## config.mk

```make
export PLATFORM = sky130hd
export DESIGN_NAME = mcyc_core
export DESIGN_NICKNAME = d
export VERILOG_FILES = /design/src/rtl/mcyc_pkg.sv /design/src/rtl/mcyc_regfile.sv /design/src/rtl/mcyc_alu.sv /design/src/rtl/mcyc_ctrl.sv /design/src/rtl/mcyc_core.sv
export SDC_FILE = /design/constraint.sdc
export NUM_CORES = 2
export LEC_CHECK = 0
export BUFFER_PORTS_ARGS = -buffer_cell sky130_fd_sc_hd__clkbuf_2
export CORE_AREA = 2 2 440 355
export CTS_CLUSTER_SIZE = 24
export DETAILED_ROUTE_END_ITERATION = 8
export DIE_AREA = 0 0 442 357
export SETUP_SLACK_MARGIN = 0.05
export SYNTH_ARGS = -nofsm -noshare
export SYNTH_HDL_FRONTEND = slang
export SYNTH_SLANG_ARGS = --single-unit
```

## constraint.sdc

```tcl
create_clock -name clk -period 7.15 [get_ports clk]
set_input_delay 0.715 -clock clk [delete_from_list [all_inputs] [get_ports clk]]
set_output_delay 0.715 -clock clk [all_outputs]
set_load 0.02 [all_outputs]
```

## src/rtl/mcyc_pkg.sv

```systemverilog
package mcyc_pkg;

  localparam int XLEN = 32;

  localparam logic [5:0] OPC_RTYPE = 6'h00;
  localparam logic [5:0] OPC_LOAD  = 6'h23;
  localparam logic [5:0] OPC_STORE = 6'h2B;
  localparam logic [5:0] OPC_BEQ   = 6'h04;

  localparam logic [5:0] FN_ADD = 6'h20;
  localparam logic [5:0] FN_SUB = 6'h22;
  localparam logic [5:0] FN_AND = 6'h24;
  localparam logic [5:0] FN_OR  = 6'h25;
  localparam logic [5:0] FN_SLT = 6'h2A;

  typedef enum logic [3:0] {
    ST_FETCH, ST_DECODE, ST_ADDR, ST_EXEC, ST_BRANCH,
    ST_LOAD, ST_STORE, ST_RWB, ST_LWB
  } state_t;

  typedef enum logic [2:0] {
    ALU_ADD, ALU_SUB, ALU_AND, ALU_OR, ALU_SLT
  } alu_fn_t;

  typedef enum logic [1:0] {
    SB_REG, SB_FOUR, SB_IMM, SB_IMM_SH
  } srcb_t;

  typedef struct packed {
    logic    ir_we;
    logic    pc_inc;
    logic    pc_branch;
    logic    ab_we;
    logic    aluout_we;
    logic    mdr_we;
    logic    mem_we;
    logic    addr_from_alu;
    logic    rf_we;
    logic    rf_dst_rd;
    logic    rf_from_mdr;
    logic    srca_reg;
    srcb_t   srcb;
    alu_fn_t fn;
  } ctrl_t;

  function automatic logic [XLEN-1:0] sext16(input logic [15:0] imm);
    return {{(XLEN-16){imm[15]}}, imm};
  endfunction

  function automatic logic funct_known(input logic [5:0] f);
    return (f == FN_ADD) || (f == FN_SUB) || (f == FN_AND) ||
           (f == FN_OR)  || (f == FN_SLT);
  endfunction

  function automatic alu_fn_t funct_to_fn(input logic [5:0] f);
    case (f)
      FN_SUB:  return ALU_SUB;
      FN_AND:  return ALU_AND;
      FN_OR:   return ALU_OR;
      FN_SLT:  return ALU_SLT;
      default: return ALU_ADD;
    endcase
  endfunction

  function automatic logic [XLEN-1:0] alu_eval(input alu_fn_t fn,
                                               input logic [XLEN-1:0] a,
                                               input logic [XLEN-1:0] b);
    case (fn)
      ALU_SUB: return a - b;
      ALU_AND: return a & b;
      ALU_OR:  return a | b;
      ALU_SLT: return {{(XLEN-1){1'b0}}, ($signed(a) < $signed(b))};
      default: return a + b;
    endcase
  endfunction

endpackage

```

## src/rtl/mcyc_regfile.sv

```systemverilog
module mcyc_regfile #(
  parameter int NREGS = 32,
  parameter int DW    = 32,
  localparam int AW   = $clog2(NREGS)
) (
  input  logic          clk,
  input  logic [AW-1:0] ra1,
  input  logic [AW-1:0] ra2,
  output logic [DW-1:0] rd1,
  output logic [DW-1:0] rd2,
  input  logic          we,
  input  logic [AW-1:0] wa,
  input  logic [DW-1:0] wd
);
  logic [DW-1:0] regs [NREGS];

  // entry 0 is never written, reads of it are forced to zero
  always_ff @(posedge clk) begin
    if (we && (wa != '0)) regs[wa] <= wd;
  end

  assign rd1 = (ra1 == '0) ? '0 : regs[ra1];
  assign rd2 = (ra2 == '0) ? '0 : regs[ra2];
endmodule

```

## src/rtl/mcyc_alu.sv

```systemverilog
module mcyc_alu
  import mcyc_pkg::*;
#(
  parameter int DW = XLEN
) (
  input  alu_fn_t       fn,
  input  logic [DW-1:0] a,
  input  logic [DW-1:0] b,
  output logic [DW-1:0] y,
  output logic          zero
);
  assign y    = alu_eval(fn, a, b);
  assign zero = (y == '0);
endmodule

```

## src/rtl/mcyc_ctrl.sv

```systemverilog
module mcyc_ctrl
  import mcyc_pkg::*;
(
  input  logic       clk,
  input  logic       rst,
  input  logic [5:0] opcode,
  input  logic [5:0] funct,
  output state_t     state,
  output ctrl_t      c,
  output logic       op_known
);
  state_t nxt;

  assign op_known = ((opcode == OPC_RTYPE) && funct_known(funct)) ||
                    (opcode == OPC_LOAD) || (opcode == OPC_STORE) ||
                    (opcode == OPC_BEQ);

  always_comb begin
    c   = '0;
    c.fn   = ALU_ADD;
    c.srcb = SB_REG;
    nxt = ST_FETCH;
    case (state)
      ST_FETCH: begin
        c.ir_we  = 1'b1;
        c.pc_inc = 1'b1;
        c.srcb   = SB_FOUR;
        nxt      = ST_DECODE;
      end
      ST_DECODE: begin
        c.ab_we     = 1'b1;
        c.aluout_we = 1'b1;
        c.srcb      = SB_IMM_SH;
        if (!op_known)                 nxt = ST_FETCH;
        else if (opcode == OPC_RTYPE)  nxt = ST_EXEC;
        else if (opcode == OPC_BEQ)    nxt = ST_BRANCH;
        else                           nxt = ST_ADDR;
      end
      ST_ADDR: begin
        c.srca_reg  = 1'b1;
        c.srcb      = SB_IMM;
        c.aluout_we = 1'b1;
        nxt = (opcode == OPC_LOAD) ? ST_LOAD : ST_STORE;
      end
      ST_EXEC: begin
        c.srca_reg  = 1'b1;
        c.fn        = funct_to_fn(funct);
        c.aluout_we = 1'b1;
        nxt = ST_RWB;
      end
      ST_BRANCH: begin
        c.srca_reg  = 1'b1;
        c.fn        = ALU_SUB;
        c.pc_branch = 1'b1;
      end
      ST_LOAD: begin
        c.addr_from_alu = 1'b1;
        c.mdr_we        = 1'b1;
        nxt = ST_LWB;
      end
      ST_STORE: begin
        c.addr_from_alu = 1'b1;
        c.mem_we        = 1'b1;
      end
      ST_RWB: begin
        c.rf_we     = 1'b1;
        c.rf_dst_rd = 1'b1;
      end
      ST_LWB: begin
        c.rf_we       = 1'b1;
        c.rf_from_mdr = 1'b1;
      end
      default: nxt = ST_FETCH;
    endcase
  end

  always_ff @(posedge clk) begin
    if (rst) state <= ST_FETCH;
    else     state <= nxt;
  end
endmodule

```

## src/rtl/mcyc_core.sv

```systemverilog
module mcyc_core
  import mcyc_pkg::*;
#(
  parameter int NREGS = 32
) (
  input  logic            clk,
  input  logic            rst,
  input  logic [XLEN-1:0] mem_rdata,
  output logic [XLEN-1:0] mem_addr,
  output logic [XLEN-1:0] mem_wdata,
  output logic            mem_we
);
  localparam int RAW = $clog2(NREGS);

  state_t          state;
  ctrl_t           c;
  logic            op_known;
  logic [XLEN-1:0] pc, ir, mdr, a_r, b_r, alu_out;
  logic [XLEN-1:0] rf_rd1, rf_rd2, rf_wd;
  logic [RAW-1:0]  rf_wa;
  logic [XLEN-1:0] alu_a, alu_b, alu_y;
  logic            alu_zero;
  logic            br_taken;
  logic [XLEN-1:0] imm_ext;

  mcyc_ctrl u_ctrl (
    .clk      (clk),
    .rst      (rst),
    .opcode   (ir[31:26]),
    .funct    (ir[5:0]),
    .state    (state),
    .c        (c),
    .op_known (op_known)
  );

  assign rf_wa = c.rf_dst_rd ? ir[11+RAW-1:11] : ir[16+RAW-1:16];
  assign rf_wd = c.rf_from_mdr ? mdr : alu_out;

  mcyc_regfile #(.NREGS(NREGS), .DW(XLEN)) u_rf (
    .clk (clk),
    .ra1 (ir[21+RAW-1:21]),
    .ra2 (ir[16+RAW-1:16]),
    .rd1 (rf_rd1),
    .rd2 (rf_rd2),
    .we  (c.rf_we),
    .wa  (rf_wa),
    .wd  (rf_wd)
  );

  assign imm_ext = sext16(ir[15:0]);
  assign alu_a   = c.srca_reg ? a_r : pc;

  always_comb begin
    case (c.srcb)
      SB_FOUR:   alu_b = XLEN'(4);
      SB_IMM:    alu_b = imm_ext;
      SB_IMM_SH: alu_b = {imm_ext[XLEN-3:0], 2'b00};
      default:   alu_b = b_r;
    endcase
  end

  mcyc_alu #(.DW(XLEN)) u_alu (
    .fn   (c.fn),
    .a    (alu_a),
    .b    (alu_b),
    .y    (alu_y),
    .zero (alu_zero)
  );

  assign br_taken = c.pc_branch && alu_zero;

  always_ff @(posedge clk) begin
    if (rst) begin
      pc      <= '0;
      ir      <= '0;
      mdr     <= '0;
      a_r     <= '0;
      b_r     <= '0;
      alu_out <= '0;
    end else begin
      if (c.ir_we)     ir      <= mem_rdata;
      if (c.pc_inc)    pc      <= alu_y;
      if (br_taken)    pc      <= alu_out;
      if (c.ab_we)     a_r     <= rf_rd1;
      if (c.ab_we)     b_r     <= rf_rd2;
      if (c.aluout_we) alu_out <= alu_y;
      if (c.mdr_we)    mdr     <= mem_rdata;
    end
  end

  assign mem_addr  = c.addr_from_alu ? alu_out : pc;
  assign mem_wdata = b_r;
  assign mem_we    = c.mem_we;
endmodule


```

[Yosys cells after proc, flatten, opt, wreduce, memory -nomap -nowiden]
Memory sizes are Yosys's and may differ from the RTL's. A register that Yosys moved wholly into a read port is not among the register bits.
Cells that the tools add are included.
Word-level totals
  word-level logic and storage cells: 92
  output and inout bits: 65
  memory bits (writable): 1024
  bits in registers: 196
  memories: 1
  bits of input ports: 34
Memories
  u_rf.regs: words 32, width 32, rd ports 2, clocked after Yosys merged registers in 2, wr ports 1, RTL line mcyc_regfile.sv:15  | logic [DW-1:0] regs [NREGS];
Cells by class
  add/subtract/negate cells: 2
  equal/unequal tests: 23
  reduce and logical (&&, ||, !) cells: 21
  bitwise gates (word level): 2
  order comparisons: 1
  muxes and demuxes: 35
Operators with widths (number)
  $mux 32: 7
  $pmux 32 s4: 1
  $pmux 32 s3: 1
  $eq 6x6->1 const B: 7
  $add 32x32->32: 1
  $and 32x32->32: 1
  $logic_not 32->1: 1
  $lt 32x32->1: 1
  $or 32x32->32: 1
  $sub 32x32->32: 1
  $mux 5: 5
  $pmux 4 s5: 1
  $eq 4x3->1 const B: 4
  $mux 1: 12
  $pmux 3 s4: 1
  $logic_not 5->1: 2
  $eq 4x2->1 const B: 2
  $logic_or 1x1->1: 7
  $eq 3x2->1 const B: 2
  $eq 6x3->1 const B: 1
  $logic_not 6->1: 1
  $mux 3: 2
  $pmux 2 s3: 1
  $pmux 3 s2: 1
  other kinds (14): 20

[Longest topological paths before layout]
  depth in word-level cells: 11
  gate-level depth with buffers: 25
  gate-level depth less buffers: 21

[Modules after synthesis]
A second synthesis with hierarchy kept.
Second synthesis, totals
  cell total of the unflattened synthesis: 4293
  area total of the unflattened synthesis: 63059.2 um^2
By module, submodules not included
  mcyc_regfile: area an instance 47929.7 um^2, times used 1, cells each 2564, sequential area each 30749.5 um^2
  mcyc_core: area an instance 9210.1 um^2, times used 1, cells each 837, sequential area each 3843.7 um^2
  mcyc_alu: area an instance 5521.5 um^2, times used 1, cells each 835, sequential area each 0.0 um^2
  mcyc_ctrl: area an instance 397.9 um^2, times used 1, cells each 57, sequential area each 80.1 um^2

[Least setup slack after synthesis]
OpenSTA, ideal clock, no wires.
  path type: register -> register
  start: reg ir[0]
  end: reg pc[31]
  data required time: 7035 ps
  data arrival time: 5310 ps
  setup time: 115 ps
  path buffers: 6
  slack: 1725 ps
  cell stages (with the launch flop): 24
  clock period less this slack: 5425 ps
  cells stage by stage: dfxtp_1 -> buf_2 -> buf_1 -> clkbuf_1 -> clkbuf_1 -> clkbuf_1 -> a32o_1 -> ha_1 -> inv_1 -> fa_1 -> nor2b_1 -> o31ai_1 -> a21oi_1 -> a211oi_1 -> nor3_1 -> nor2_1 -> o31ai_1 -> o221ai_1 -> a21oi_1 -> nand2_1 -> or3_1 -> buf_4 -> or3b_1 -> and3_1
Between the ends
  longest elaborated chain between the ends: 8
  elaborated cells on any way between the ends: 22
  those cells by class: add/sub: 2; order compare: 1; eq/ne: 8; mux: 6; bitwise: 2; reduce/logical: 3
RTL lines
  start: declaration: RTL line mcyc_core.sv:18  | logic [XLEN-1:0] pc, ir, mdr, a_r, b_r, alu_out;
  start signal: assignment: RTL line mcyc_core.sv:81  | if (c.ir_we) ir <= mem_rdata;
  branches (longest 4 deep; another with $add 32x32->32)
  $pmux 32 s4 *: RTL line mcyc_pkg.sv:68  | case (fn)
  $logic_not 32->1: RTL line mcyc_alu.sv:13  | assign zero = (y == '0);
  $logic_and 1x1->1: RTL line mcyc_core.sv:70  | assign br_taken = c.pc_branch && alu_zero;
  $mux 32 / $reduce_bool 2->1 (equally long branches)
  end signal: assignment: RTL line mcyc_core.sv:82  | if (c.pc_inc) pc <= alu_y;
  end signal: assignment: RTL line mcyc_core.sv:83  | if (br_taken) pc <= alu_out;
  end: declaration: RTL line mcyc_core.sv:18
Mark *: on every way between the ends. The select of a mux whose other input is x is not followed.
A chain may end at the register's enable or synchronous reset.

[Worst setup path in the final report]
  start: reg u_ctrl.state[3]
  end: reg pc[1]
Between the ends
  longest elaborated chain between the ends: 9
  elaborated cells on any way between the ends: 31
  those cells by class: add/sub: 2; order compare: 1; eq/ne: 11; mux: 10; bitwise: 2; reduce/logical: 5
RTL lines
  start: declaration: RTL line mcyc_ctrl.sv:8  | output state_t state,
  start signal: assignment: RTL line mcyc_ctrl.sv:79  | else state <= nxt;
  $eq 4x2->1, or another cell as far along: RTL line mcyc_ctrl.sv:23  | case (state)
  $pmux 2 s3 / $reduce_or 3->1 (equally long branches)
  $eq 2x2->1, or another cell as far along: RTL line mcyc_core.sv:54  | case (c.srcb)
  $pmux 32 s3 / $mux 32 (equally long branches): RTL line mcyc_core.sv:54, mcyc_core.sv:51
  $add 32x32->32, or another cell as far along: RTL line mcyc_pkg.sv:73  | default: return a + b;
  $pmux 32 s4: RTL line mcyc_pkg.sv:68
  $logic_not 32->1: RTL line mcyc_alu.sv:13
  $logic_and 1x1->1: RTL line mcyc_core.sv:70
  $mux 32 / $reduce_bool 2->1 (equally long branches)
Several ways; a longest one is shown, not always the timed one. The select of a mux whose other input is x is not followed.

==> impl_results.md <==
- DRT antenna net count: 0
- Post CTS Setup Buffer Count: 0
- R2R setup slack: 0.56 ns
- Post-synth EDFFs: 1024
- CTS Hold Buffers Added: 0
- Final setup vio count: 0
- Yosys cell types: 89
- Buf+Inv Stages, Crit Path: 4
- Most common flop cell mapped by yosys: edfxtp_1
- WL final: 194 mm
- Layout cells sized above 1: 29.8%
- Number of global-route vias before repair: 36700
- Setup CP Type: reg -> reg
- Die W: 442 um
- Global-route wire length before repair: 275 mm
- Finished Core Util: 44.4%
- Clk buf depth: 3
- Avg Inst Size Synth: 15.8 um^2
- TritonRoute pass-1 iters: 6
- Vias: 38000
- Critical-path top delay cell: a211oi_2
- Peak VDD IR: 0.000226 V
- DR iter-0 viols: 4976
- GRT overflow: 0
- Slew @ Worst Pin: 1.46 ns
- Slew HR: 2.05%
- Routability cong.: 0.964
- Cts repair resizes: 0
- Routed length per instance: 32.0 um
- Data arrival, critical path: 7.16 ns
- Final critical-path share of the clock period: 92.2%
- Die area: 158000 um^2
- Critical path endpoint category: flop
- Yosys top cell area share: 50.4%
- Register bit total from synthesis: 1230
- Drt via density: 6.28
- Max cap viols: 0
- CTS Buf Count: 115
- Pin count of the biggest net entering global routing: 108
- Core ar.: 153000 um^2
- Syn. warnings: 0
- Post-synth ARST share: 0%
- CTS root buf: clkbuf_16
- Crit start category: flop
- Max incr delay on CP: 0.64 ns
- Number of H-tree levels: 3
- Area delta synth->final: 11.9%
- Sequential share of the synthesized area: 57.2%
- CP required: 7.72 ns
- Area leader, netlist: edfxtp_1
- RSZ-0062 raised after global routing: no
- Die height: 357 um
- Initial Util: 39.7%
- Minimum clock period: 6.59 ns
- CP most frequent cell: buf_4
- Max-slew violations: 0
- Synthesized instance count: 3855
- Clock Sink Count: 1230
- All-Layer GR Usage: 24.3%
- Final setup TNS: 0 ns
- NumNets Final: 4061
- CTS tree: done
- Crit-path leading delay family: compound AO/OA/AOI/OAI gates
- Fin. Hold Viols: 0
- Worst path cell trace: nand2b_1, nor3_1, buf_4, a21oi_4, buf_4, buf_4, mux2_2, ha_1, a21oi_1, nand2_1, a211oi_2, o21bai_1, a221o_1, a21oi_1, and4_1, nand4_1, or3_2, buf_12, mux2i_1, nor2_1
- Initial antenna violation count: 5
- Hold slack: 0.160 ns
- I/O pin total: 99
- Max Fclk: 152 MHz
- # DRC: 0
- Outcome: complete, no violations
- DP HPWL: 120 mm
- Hold crit path type: in -> reg
- Leak Pwr: 21.9 nW
- Clock skew: 0.0725 ns
- Clock transition at the registers of the reported paths: 0.06 ns
- Pwr Density: 302 nW/um^2
- I/O Buffers: 98
- Mapped Area: 61000 um^2
- Clock Latency Late Sink: 0.79 ns
- Num rows: 129
- Crit path max fanout: 26
- Area contributors post-synth: edfxtp_1 (50%), mux4_2 (24%), dfxtp_1 (6.8%)
[layout make-up]
cell class / instances / area (um^2)
fill: 13400 / 85300
multi-input combinational: 2270 / 25100
clock buffer: 155 / 3090
clock inverter: 60 / 711
sequential: 1230 / 34900
antenna: 3 / 7.51
tap: 2030 / 2540
timing repair buffer: 214 / 1510
inverter: 98 / 368
[sequential cells by signal, indices dropped and copies added, names as in the netlist, named ones only]
signal / count
u_ctrl.state: 4
mem_wdata: 32
a_r: 32
mdr: 32
u_rf.regs: 1024
pc: 32
ir: 32
alu_out: 32
[synthesized netlist by cell type, drive strengths merged (6+ instances only)]
master	n
o21bai	12
nor4	13
nor3	31
or4	7
dfxtp	206
or2	9
buf	88
edfxtp	1024
o211ai	16
a41oi	6
mux4	640
o221ai	8
a31oi	21
nand2b	16
o22ai	7
nand3	22
a221o	8
o21ai	90
o21a	23
nor2	305
inv	98
a221oi	6
clkbuf	200
nand4	9
nand2	251
a21boi	6
ha	96
nor2b	15
a21o	14
a22oi	19
and3	9
a211oi	50
o31ai	19
mux2	96
a21oi	224
mux2i	103
[per-stage QoR]
stage                     cells  setup WS [ns]  power [mW]  instance area (um^2)
after global placement     5842          0.612        14.4                 64400
after detailed placement   5842          0.466        14.4                 64400
after global routing       6057          0.268        21.3                 68200
after CTS                  6057          0.446        20.6                 68200
after floorplan            3886           1.72        12.4                 61100
final                      6060          0.557        20.6                 68200
[power breakdown]
group / internal, mW / switching (mW) / total, mW
registers: 8.32 / 0.345 / 8.67
clock network: 3.45 / 2.81 / 6.26
logic: 2.17 / 3.49 / 5.66
total: 13.9 / 6.64 / 20.6
[worst reg2reg max path: stages (launching register included)]
cell and delay [ns]:
dfxtp_1 0.38, nand2b_1 0.22, nor3_1 0.08, buf_4 0.17
a21oi_4 0.36, buf_4 0.34, buf_4 0.29, mux2_2 0.40
ha_1 0.46, a21oi_1 0.36, nand2_1 0.27, a211oi_2 0.64
o21bai_1 0.30, a221o_1 0.40, a21oi_1 0.30, and4_1 0.24
nand4_1 0.18, or3_2 0.56, buf_12 0.20, mux2i_1 0.25
nor2_1 0.05
[per-layer routing]
metal | share of wire (%) | up-vias | track usage (%) | routed length [um]
li1 | - | 15700 | - | -
met1 | 43 | 20200 | 36.0 | 84100
met2 | 44 | 1905 | 36.2 | 86200
met3 | 9.2 | 287 | 4.85 | 17800
met4 | 3.1 | 2 | 7.07 | 6040
met5 | 0.0046 | - | 0 | 9
[kinds of logic after synthesis]
| family | count (synthesis) | synth area share (%) |
|---|---|---|
| AO/OA/AOI/OAI | 579 | 6.08 |
| XOR/XNOR | 7 | 0.101 |
| adder cells (fa/ha/maj) | 98 | 2.04 |
| buffers and inverters | 386 | 2.45 |
| flip-flops | 1230 | 57.2 |
| multiplexers | 839 | 27.1 |
| other | 1 | 0.00615 |
| AND/OR/NAND/NOR | 715 | 5.04 |
[worst paths after layout]
check | startpoint | to | depth (start not counted)
min | mem_rdata[22] | mdr[22]$_SDFFE_PP0P_ | 3
min reg2reg | mdr[10]$_SDFFE_PP0P_ | mdr[10]$_SDFFE_PP0P_ | 2
max reg2reg | u_ctrl.state[3]$_SDFF_PP0_ | pc[1]$_SDFFE_PP0P_ | 20
max | u_ctrl.state[3]$_SDFF_PP0_ | pc[1]$_SDFFE_PP0P_ | 20
[layout by cell type (no fill, tap or decap), drive strengths merged, types with 19 or more instances in the layout]
| cell | n |
|---|---|
| a22oi | 19 |
| buf | 117 |
| nand3 | 22 |
| nor3 | 31 |
| a211oi | 50 |
| o21ai | 90 |
| ha | 96 |
| mux4 | 640 |
| mux2i | 103 |
| clkinv | 43 |
| o21a | 23 |
| clkbuf | 252 |
| dfxtp | 206 |
| edfxtp | 1024 |
| inv | 102 |
| a31oi | 21 |
| nand2 | 251 |
| nor2 | 305 |
| conb | 32 |
| o31ai | 19 |
| mux2 | 96 |
| a21oi | 224 |
Note: power is estimated with default switching activity, not from simulation.
